## config.mk

```make
export PLATFORM = sky130hd
export DESIGN_NAME = splitcnt_top
export DESIGN_NICKNAME = d
export VERILOG_FILES = /design/src/rtl/splitcnt_pkg.sv /design/src/rtl/splitcnt_ctrl.sv /design/src/rtl/splitcnt_dp.sv /design/src/rtl/splitcnt_top.sv
export SDC_FILE = /design/constraint.sdc
export NUM_CORES = 1
export LEC_CHECK = 0
export BUFFER_PORTS_ARGS = -buffer_cell sky130_fd_sc_hd__buf_2
export CORE_ASPECT_RATIO = 0.5
export CORE_MARGIN = 8
export CORE_UTILIZATION = 30
export CTS_CLUSTER_DIAMETER = 30
export DETAILED_ROUTE_END_ITERATION = 8
export REMOVE_ABC_BUFFERS = 1
export SKIP_CTS_REPAIR_TIMING = 1
export SLEW_MARGIN = 30
export SYNTH_ARGS = -nofsm -noshare
export SYNTH_HDL_FRONTEND = slang
export SYNTH_SLANG_ARGS = --single-unit
```

## constraint.sdc

```tcl
create_clock -name clk -period 4.52 [get_ports clk]
set_input_delay 0.452 -clock clk [delete_from_list [all_inputs] [get_ports clk]]
set_output_delay 0.452 -clock clk [all_outputs]
set_load 0.02 [all_outputs]
```

## src/rtl/splitcnt_pkg.sv

```systemverilog
package splitcnt_pkg;
  localparam int HALF_W     = 16;
  localparam int DATA_W     = 2 * HALF_W;
  localparam int LANES      = DATA_W / 8;
  localparam int HALF_LANES = LANES / 2;

  // strobes from control to datapath
  typedef struct packed {
    logic              joined;
    logic              haltLo;
    logic              haltHi;
    logic [LANES-1:0]  cntWrByte;
    logic [LANES-1:0]  stWrByte;
    logic [DATA_W-1:0] wdata;
  } dpCmd_t;
endpackage

```

## src/rtl/splitcnt_ctrl.sv

```systemverilog
module splitcnt_ctrl
  import splitcnt_pkg::*;
#(
  parameter int ADDR_W = 2
) (
  input  logic              clk,
  input  logic              rstN,
  input  logic              busValid,
  input  logic              busWrite,
  input  logic [ADDR_W-1:0] busAddr,
  input  logic [DATA_W-1:0] busWdata,
  input  logic [LANES-1:0]  busStrb,
  input  logic [DATA_W-1:0] count,
  input  logic [DATA_W-1:0] state,
  output dpCmd_t            cmd,
  output logic              respValid,
  output logic              respErr,
  output logic [DATA_W-1:0] respRdata
);
  localparam logic [ADDR_W-1:0] ADDR_CFG = ADDR_W'(0);
  localparam logic [ADDR_W-1:0] ADDR_CNT = ADDR_W'(1);
  localparam logic [ADDR_W-1:0] ADDR_ST  = ADDR_W'(2);

  logic joinedQ, haltLoQ, haltHiQ;
  logic wrReq, isCfg, isCnt, isSt;
  logic [HALF_LANES-1:0] loLanes, hiLanes, hiStLanes;
  logic touchLo, touchHi, cntErr, stErr, accErr;
  logic [DATA_W-1:0] rdMux;

  always_comb begin
    wrReq     = busValid && busWrite;
    isCfg     = busAddr == ADDR_CFG;
    isCnt     = busAddr == ADDR_CNT;
    isSt      = busAddr == ADDR_ST;
    loLanes   = busStrb[HALF_LANES-1:0];
    hiLanes   = busStrb[LANES-1:HALF_LANES];
    hiStLanes = joinedQ ? '0 : hiLanes;
    touchLo   = (|loLanes) || (joinedQ && (|hiLanes));
    touchHi   = !joinedQ && (|hiLanes);
    cntErr    = isCnt && ((touchLo && !haltLoQ) || (touchHi && !haltHiQ));
    stErr     = isSt && (((|loLanes) && !haltLoQ) || ((|hiStLanes) && !haltHiQ));
    accErr    = wrReq && (cntErr || stErr);

    cmd.joined    = joinedQ;
    cmd.haltLo    = haltLoQ;
    cmd.haltHi    = haltHiQ;
    cmd.wdata     = busWdata;
    cmd.cntWrByte = (wrReq && isCnt && !cntErr) ? busStrb : '0;
    cmd.stWrByte  = (wrReq && isSt && !stErr) ? {hiStLanes, loLanes} : '0;
  end

  always_comb begin
    rdMux = '0;
    if (isCfg) begin
      rdMux[0] = joinedQ;
      rdMux[8] = haltLoQ;
      rdMux[9] = haltHiQ;
    end else if (isCnt) begin
      rdMux = count;
    end else if (isSt) begin
      rdMux = joinedQ ? {{HALF_W{1'b0}}, state[HALF_W-1:0]} : state;
    end
  end

  always_ff @(posedge clk) begin
    if (!rstN) begin
      joinedQ   <= 1'b0;
      haltLoQ   <= 1'b1;
      haltHiQ   <= 1'b1;
      respValid <= 1'b0;
      respErr   <= 1'b0;
      respRdata <= '0;
    end else begin
      if (wrReq && isCfg) begin
        if (busStrb[0]) joinedQ <= busWdata[0];
        if (busStrb[1]) begin
          haltLoQ <= busWdata[8];
          haltHiQ <= busWdata[9];
        end
      end
      respValid <= busValid;
      respErr   <= accErr;
      respRdata <= (busValid && !busWrite) ? rdMux : '0;
    end
  end

  a_r9_resp_next_cycle: assert property (@(posedge clk) disable iff (!rstN)
    busValid |=> respValid);
  a_r9_no_spurious_resp: assert property (@(posedge clk) disable iff (!rstN)
    !busValid |=> !respValid);
  a_r8_read_never_errs: assert property (@(posedge clk) disable iff (!rstN)
    (busValid && !busWrite) |=> !respErr);
  a_r5_refused_no_strobe: assert property (@(posedge clk) disable iff (!rstN)
    accErr |-> (cmd.cntWrByte == '0 && cmd.stWrByte == '0));
endmodule

```

## src/rtl/splitcnt_dp.sv

```systemverilog
module splitcnt_dp
  import splitcnt_pkg::*;
(
  input  logic              clk,
  input  logic              rstN,
  input  dpCmd_t            cmd,
  input  logic              enLo,
  input  logic              enHi,
  input  logic [HALF_W-1:0] limitLo,
  input  logic [HALF_W-1:0] limitHi,
  output logic [DATA_W-1:0] count,
  output logic [DATA_W-1:0] state,
  output logic              cycStartLo,
  output logic              cycStartHi
);
  logic [DATA_W-1:0] cMask, sMask, cntQ, stQ, cntNext, cntWritten;
  logic runLo, runHi, wrapLo, wrapHi, wrLo, wrHi;
  logic [HALF_W-1:0] loNext, hiNext;

  for (genvar lane = 0; lane < LANES; lane++) begin : g_mask
    assign cMask[lane*8 +: 8] = {8{cmd.cntWrByte[lane]}};
    assign sMask[lane*8 +: 8] = {8{cmd.stWrByte[lane]}};
  end

  always_comb begin
    runLo      = !cmd.haltLo && enLo;
    runHi      = !cmd.haltHi && enHi && !cmd.joined;
    wrLo       = |cmd.cntWrByte[HALF_LANES-1:0];
    wrHi       = |cmd.cntWrByte[LANES-1:HALF_LANES];
    cntWritten = (cntQ & ~cMask) | (cmd.wdata & cMask);
    wrapLo     = 1'b0;
    wrapHi     = 1'b0;
    loNext     = cntQ[HALF_W-1:0];
    hiNext     = cntQ[DATA_W-1:HALF_W];
    if (cmd.joined) begin
      cntNext = cntQ;
      if (wrLo || wrHi) begin
        cntNext = cntWritten;
      end else if (runLo) begin
        wrapLo  = cntQ == {limitHi, limitLo};
        cntNext = wrapLo ? '0 : cntQ + 1'b1;
      end
    end else begin
      if (wrLo) begin
        loNext = cntWritten[HALF_W-1:0];
      end else if (runLo) begin
        wrapLo = cntQ[HALF_W-1:0] == limitLo;
        loNext = wrapLo ? '0 : cntQ[HALF_W-1:0] + 1'b1;
      end
      if (wrHi) begin
        hiNext = cntWritten[DATA_W-1:HALF_W];
      end else if (runHi) begin
        wrapHi = cntQ[DATA_W-1:HALF_W] == limitHi;
        hiNext = wrapHi ? '0 : cntQ[DATA_W-1:HALF_W] + 1'b1;
      end
      cntNext = {hiNext, loNext};
    end
  end

  always_ff @(posedge clk) begin
    if (!rstN) begin
      cntQ       <= '0;
      stQ        <= '0;
      cycStartLo <= 1'b0;
      cycStartHi <= 1'b0;
    end else begin
      cntQ       <= cntNext;
      stQ        <= (stQ & ~sMask) | (cmd.wdata & sMask);
      cycStartLo <= wrapLo;
      cycStartHi <= wrapHi;
    end
  end

  assign count = cntQ;
  assign state = stQ;

  a_r5_lo_write_only_halted: assert property (@(posedge clk) disable iff (!rstN)
    (|cmd.cntWrByte[HALF_LANES-1:0]) |-> cmd.haltLo);
  a_r6_state_lo_only_halted: assert property (@(posedge clk) disable iff (!rstN)
    (|cmd.stWrByte[HALF_LANES-1:0]) |-> cmd.haltLo);
  a_r2_pulse_after_wrap: assert property (@(posedge clk) disable iff (!rstN)
    cycStartLo |-> (count[HALF_W-1:0] == '0));
  a_r2_halted_lo_holds: assert property (@(posedge clk) disable iff (!rstN)
    (cmd.haltLo && !(|cmd.cntWrByte[HALF_LANES-1:0])) |=> $stable(count[HALF_W-1:0]));
  a_r3_joined_hi_quiet: assert property (@(posedge clk) disable iff (!rstN)
    (cmd.joined && $past(cmd.joined)) |-> !cycStartHi);
endmodule

```

## src/rtl/splitcnt_top.sv

```systemverilog
module splitcnt_top
  import splitcnt_pkg::*;
#(
  parameter int ADDR_W = 2
) (
  input  logic              clk,
  input  logic              rstN,
  input  logic              busValid,
  input  logic              busWrite,
  input  logic [ADDR_W-1:0] busAddr,
  input  logic [DATA_W-1:0] busWdata,
  input  logic [LANES-1:0]  busStrb,
  output logic              respValid,
  output logic              respErr,
  output logic [DATA_W-1:0] respRdata,
  input  logic              enLo,
  input  logic              enHi,
  input  logic [HALF_W-1:0] limitLo,
  input  logic [HALF_W-1:0] limitHi,
  output logic              cycStartLo,
  output logic              cycStartHi
);
  dpCmd_t cmd;
  logic [DATA_W-1:0] count, state;

  splitcnt_ctrl #(.ADDR_W(ADDR_W)) ctrl_i (
    .clk(clk), .rstN(rstN), .busValid(busValid), .busWrite(busWrite),
    .busAddr(busAddr), .busWdata(busWdata), .busStrb(busStrb),
    .count(count), .state(state), .cmd(cmd),
    .respValid(respValid), .respErr(respErr), .respRdata(respRdata)
  );

  splitcnt_dp dp_i (
    .clk(clk), .rstN(rstN), .cmd(cmd), .enLo(enLo), .enHi(enHi),
    .limitLo(limitLo), .limitHi(limitHi), .count(count), .state(state),
    .cycStartLo(cycStartLo), .cycStartHi(cycStartHi)
  );
endmodule

```

# [Word level (Yosys, flattened, before mapping)]
# Index checks and enable logic that the tools add are counted.
[classes] bitwise_logic=11 mux=23 n_reduce_logical=45 n_eq_ne=6 add_sub_neg=3
[ops] op="$mux W32" n=7
[ops] op="$and A32 B32 Y32" n=4
[ops] op="$mux W16" n=6
[ops] op="$not A32 Y32" n=2
[ops] op="$or A32 B32 Y32" n=2
[ops] op="$add A16 B1 Y16 const B" n=2
[ops] op="$add A32 B1 Y32 const B" n=1
[ops] op="$eq A16 B16 Y1" n=2
[ops] op="$eq A32 B32 Y1" n=1
[ops] op="$logic_and A1 B1 Y1" n=19
[ops] op="$reduce_and A2 Y1" n=5
[ops] op="$reduce_or A2 Y1" n=5
[ops] op="$mux W4" n=2
[ops] op="$logic_not A1 Y1" n=6
[ops] op="$mux W1" n=6
[ops] op="$reduce_bool A3 Y1" n=2
[ops] op="$logic_or A1 B1 Y1" n=5
[ops] op="$reduce_or A5 Y1" n=1
[ops] op="$mux W2" n=2
[ops] op="$ne A3 B1 Y1 const B" n=1
[ops] op="$not A1 Y1" n=3
[ops] op="$reduce_or A3 Y1" n=1
[ops] op="$eq A2 B1 Y1 const B" n=1
[ops] op="$eq A2 B2 Y1 const B" n=1
[ops] op="$logic_not A2 Y1" n=1
[word_totals] inputBits=76 register_bits=103 output_inout_bits=36 wordCells=100

# [Depth between registers and ports, before layout]
[logic_depth] word_depth=14 mapped_depth=10 mapped_depth_nobuf=8

# [Modules after synthesis]
# From an unflattened synthesis, not the netlist that was laid out.
[unflattened] hier_cells=815 hier_area_um2=6680.2
[by_module_without_submodules] mod="splitcnt_dp" n_inst=1 cells_each=625 seq_area_each_um2=1321.3 area_each_um2=4968.5
[by_module_without_submodules] mod="splitcnt_ctrl" n_inst=1 cells_each=190 seq_area_each_um2=740.7 area_each_um2=1711.6

# [Worst setup path after synthesis]
# No wires, ideal clock.
[synth_timing] kind="input port to flip-flop" start="input busStrb[1]" end="register dp_i.cntQ[17], in the netlist dp_i.count[17]" t_arrival_ns=2.121 path_stages=9 setup_ns=0.122 path_buffers=2 slack_ns=2.277 required_time_ns=4.398 cell_sequence="clkbuf_1 -> nor3_1 -> o221a_2 -> buf_4 -> nand2_2 -> mux2_2 -> nand2_1 -> o311ai_0 -> a221o_1"
[synth_via] elab_chain_len=13 word_cells_on_any_way=21 cone_classes="eq/ne: 1; mux: 4; bitwise: 4; reduce/logical: 12"
[synth_lines] element="from (decl)" line_no="splitcnt_top.sv:12" rtl="input logic [LANES-1:0] busStrb,"
[synth_lines] element="$reduce_or A2 Y1" line_no="splitcnt_ctrl.sv:38" rtl="touchLo = (|loLanes) || (joinedQ && (|hiLanes));"
[synth_lines] element="$logic_or A1 B1 Y1" line_no="splitcnt_ctrl.sv:38"
[synth_lines] element="$logic_and A1 B1 Y1" line_no="splitcnt_ctrl.sv:40" rtl="cntErr = isCnt && ((touchLo && !haltLoQ) || (touchHi && !haltHiQ));"
[synth_lines] element="$logic_or A1 B1 Y1" line_no="splitcnt_ctrl.sv:40"
[synth_lines] element="$logic_and A1 B1 Y1" line_no="splitcnt_ctrl.sv:40"
[synth_lines] element="$logic_not A1 Y1" line_no="splitcnt_ctrl.sv:48" rtl="cmd.cntWrByte = (wrReq && isCnt && !cntErr) ? busStrb : '0;"
[synth_lines] element="$logic_and A1 B1 Y1" line_no="splitcnt_ctrl.sv:48"
[synth_lines] element="$mux W4 *" line_no="splitcnt_ctrl.sv:48"
[synth_lines] element="$not A32 Y32" line_no="splitcnt_dp.sv:30" rtl="cntWritten = (cntQ & ~cMask) | (cmd.wdata & cMask);"
[synth_lines] element="$and A32 B32 Y32" line_no="splitcnt_dp.sv:30"
[synth_lines] element="$or A32 B32 Y32" line_no="splitcnt_dp.sv:30"
[synth_lines] element="$mux W16 / $mux W32 (equally long branches)" line_no="splitcnt_dp.sv:50, splitcnt_dp.sv:37"
[synth_lines] element="$mux W32" line_no="splitcnt_dp.sv:35" rtl="if (cmd.joined) begin"
[synth_lines] element="to (signal assigned)" line_no="splitcnt_dp.sv:67" rtl="cntQ <= cntNext;"
[synth_lines] element="to (decl)" line_no="splitcnt_dp.sv:16" rtl="logic [DATA_W-1:0] cMask, sMask, cntQ, stQ, cntNext, cntWritten;"
# Mark *: on every way between the ends. The rest lies on a longest branch, timed or not.
# A chain may end at the register's enable or synchronous reset.

# [Final worst setup path]
[layout_timing] start="register ctrl_i.joinedQ" end="register dp_i.cntQ[22], in the netlist dp_i.count[22]"
[layout_via] elab_chain_len=13 word_cells_on_any_way=25 cone_classes="eq/ne: 1; mux: 4; bitwise: 4; reduce/logical: 16"
[layout_lines] element="from (decl)" line_no="splitcnt_ctrl.sv:24" rtl="logic joinedQ, haltLoQ, haltHiQ;"
[layout_lines] element="from (signal assigned)" line_no="splitcnt_ctrl.sv:75" rtl="if (busStrb[0]) joinedQ <= busWdata[0];"
[layout_lines] element="$logic_and A1 B1 Y1 / $logic_not A1 Y1 (equally long branches)" line_no="splitcnt_ctrl.sv:38, splitcnt_ctrl.sv:39, splitcnt_dp.sv:27"
[layout_lines] element="$logic_or A1 B1 Y1 / $logic_and A1 B1 Y1 (equally long branches)" line_no="splitcnt_ctrl.sv:38, splitcnt_ctrl.sv:39"
[layout_lines] element="$logic_and A1 B1 Y1" line_no="splitcnt_ctrl.sv:40"
[layout_lines] element="$logic_or A1 B1 Y1" line_no="splitcnt_ctrl.sv:40"
[layout_lines] element="$logic_and A1 B1 Y1" line_no="splitcnt_ctrl.sv:40"
[layout_lines] element="$logic_not A1 Y1" line_no="splitcnt_ctrl.sv:48"
[layout_lines] element="$logic_and A1 B1 Y1" line_no="splitcnt_ctrl.sv:48"
[layout_lines] element="$mux W4" line_no="splitcnt_ctrl.sv:48"
[layout_lines] element="$not A32 Y32" line_no="splitcnt_dp.sv:30"
[layout_lines] element="$and A32 B32 Y32" line_no="splitcnt_dp.sv:30"
[layout_lines] element="$or A32 B32 Y32" line_no="splitcnt_dp.sv:30"
[layout_lines] element="$mux W16 / $mux W32 (equally long branches)" line_no="splitcnt_dp.sv:50, splitcnt_dp.sv:37"
[layout_lines] element="$mux W32" line_no="splitcnt_dp.sv:35"
# Parallel ways exist; a longest one is shown, timed or not.

==> results.toml <==
[critical_path]
path_buf_inv = 0
crit_chain = "o21ai_0 -> o21ai_2 -> o31a_1 -> nand2b_1 -> o31ai_1 -> a22o_1 -> a22o_1"
critPathKind = "register to register"
cp_max_fo = 25
r2r_slack_ns = 1.20
r2r_cells = 7
crit_top_cell = "a22o_1"
crit_required_ns = 4.76
cpPeakStageDelay_ns = 0.90
start_kind = "register"
arrival_ns = 3.56
path_depth = 7
slowest_stage = "dfxtp_1"
cp-end-kind = "register"
cp_top_family = "compound AO/OA/AOI/OAI gates"

[global_route]
grt_max_degree = 44
antenna_found_initial = 0
first_global_vias = 5674
grt_pass1_wl_um = 32240
grt_remaining_overflow = 0
track_usage_pct = 16.17

[synthesis]
synthesis.area_sq_mm = 0.006013
yosysWarnings = 0
ys_seq_area_share_pct = 34.29
netlist-cell-type-count = 70
avgSynthCellArea_sq_um = 8.126
netlist_instances = 740
synthFlopType = "dfxtp_1"
ys_async_sr_fraction_pct = 0
postSynthRegisterBits = 103
synth_enable_flop_cells = 0

[sta]
clock.fmax_mhz = 301.2
hold_viol = 0
setup_tns_ns = 0
period_needed_ns = 3.320
slew_viol_final = 0
tightest_slew_ns = 0.9428
relSlewSlack_pct = 36.72
whs_ns = 0.3577
fin_ws_ns = 1.200
rsz0062_at_grt = "no"
fin_crit_sh_pct = 73.46
fin_skew_ns = 0.008098
setup_viol = 0

[pwr]
vdd_ir_drop_max_mv = 0.1508
p_leak_nw = 2.819
powerDensity_mw_per_mm2 = 275.9

[hold_path]
min_path_type = "primary input to register"
whs_path_depth = 3

[clock_tree]
htree_levels = 3
clockBufferDepth = 2
cts_tree = "done"
clk_pin_slew_ns = 0.07
numCtsBuffers = 9
clk_latency_ns = 0.35
clock-sinks = 103
root_buffer = "clkbuf_16"

[floorplan]
die_h_um = 116.1
rows = 36
dieArea_sq_mm = 0.02511
core_sq_mm = 0.01955
start_util_pct = 30.76
die_x_um = 216.2
ios = 112

[placement]
dpl_worst_slack_ns = 1.276
dpl.hpwl_um = 15080
post_dp_cell_area_sq_mm = 0.006681
portBuffers = 111
finalWeightedCongestion = 0.9610

[detailed_routing]
avgViaCountPerCell = 5.409
drt-pass1-iter-count = 5
drc = 0
wl_um = 20740
drtIter0Drc = 485
vias = 5804
routedWlPerCell_um = 19.33
ant_nets = 0

[cells_and_area]
drive_gt1_share_pct = 18.71
antenna_cells = 0
area_delta_synth_final_pct = 15.40
fin_area_sq_mm = 0.006939
multi_input_area_sq_mm = 0.003630
nNetsFinal = 881
fillers = 2074
register_area_sq_mm = 0.002062

[run_status]
status = "complete, no violations"

[run]
max-cap-violations = 0
per-stage QoR:
stage               total power [mW]  cells  util (%)
CTS                            1.935   1073     35.50
global placement               1.210   1058     34.18
finish                         1.915   1073     35.50
floorplan                      1.102    671         -
detailed placement             1.213   1058     34.18
global route                   1.998   1073     35.50
worst register-to-register path: stages (launching register included):
cell	delay, ns
dfxtp_1	0.90
o21ai_0	0.37
o21ai_2	0.27
o31a_1	0.55
nand2b_1	0.57
o31ai_1	0.16
a22o_1	0.21
a22o_1	0.19
Yosys cell counts (6+ instances only):
library cell	count	area, sq um
dfxtp_1	103	2062
nor2_1	101	379.1
nand2_1	57	214.0
mux2i_1	56	560.5
a21oi_1	39	195.2
clkbuf_1	39	146.4
xnor2_1	37	324.1
a22oi_1	33	247.7
buf_2	25	125.1
o21ai_0	22	110.1
nor3_1	18	90.09
nand3_1	17	85.08
nand4_1	16	100.1
and2_1	13	81.33
o22ai_1	12	75.07
xor2_1	11	96.34
and3_1	8	50.05
and4_1	7	61.31
o31ai_1	7	52.55
inv_1	6	22.52
final cells by class:
cell class                      count  share of cell area (%)
Clock buffer                       12                   3.408
Clock inverter                      3                  0.3065
Inverter                            7                  0.3787
Multi-Input combinational cell    561                   52.31
Sequential cell                   103                   29.72
Tap cell                          266                   4.796
Timing Repair Buffer              121                   9.088
cell families (layout without fill, tap and decap cells):
kind of cell,Yosys count,count (layout),share of synthesized area (%)
and+or+nand+nor,272,272,22.04
AOI/OAI and AO/OA,180,180,20.99
DFF,103,103,34.29
buffers and inverters,76,143,5.389
muxes,59,59,9.883
xor gates and xnor gates,48,48,6.991
adders and majority gates,2,2,0.4161
power breakdown:
group | switching (mW) | internal (mW) | total (mW) | leakage [nW]
combinational | 0.128 | 0.0946 | 0.223 | 1.86
sequential | 0.0422 | 0.928 | 0.970 | 0.832
clock | 0.349 | 0.372 | 0.721 | 0.123
worst paths after layout:
path	endpoint	startpoint
worst max-delay path	dp_i.count[22]$_SDFFE_PN0P_	ctrl_i.joinedQ$_SDFFE_PN0P_
worst min-delay path	register	busWdata[12]
worst max register to register	dp_i.count[22]$_SDFFE_PN0P_	ctrl_i.joinedQ$_SDFFE_PN0P_
worst min register to register	register	register
cell usage in the layout (no fill, tap or decap), types with 8 or more instances in the layout:
cell       instances
a22oi_1           33
nand2_1           57
nor2_1           101
nor3_1            18
xor2_1            11
dfxtp_1          103
nand3_1           17
xnor2_1           37
clkbuf_16          9
a21oi_1           39
buf_2            111
and2_1            13
buf_4             10
nand4_1           16
o22ai_1           12
and3_1             8
o21ai_0           22
mux2i_1           56
metal layers:
metal	vias to the layer above	part of all wire [%]	global-route usage, %	wire, um
li1	2804	-	-	-
met1	2760	46	21.54	9529
met2	209	46	26.33	9457
met3	31	6.2	2.973	1288
met4	0	2.2	5.244	464
met5	-	0	0	0
Note: power is estimated with default switching activity, not from simulation.
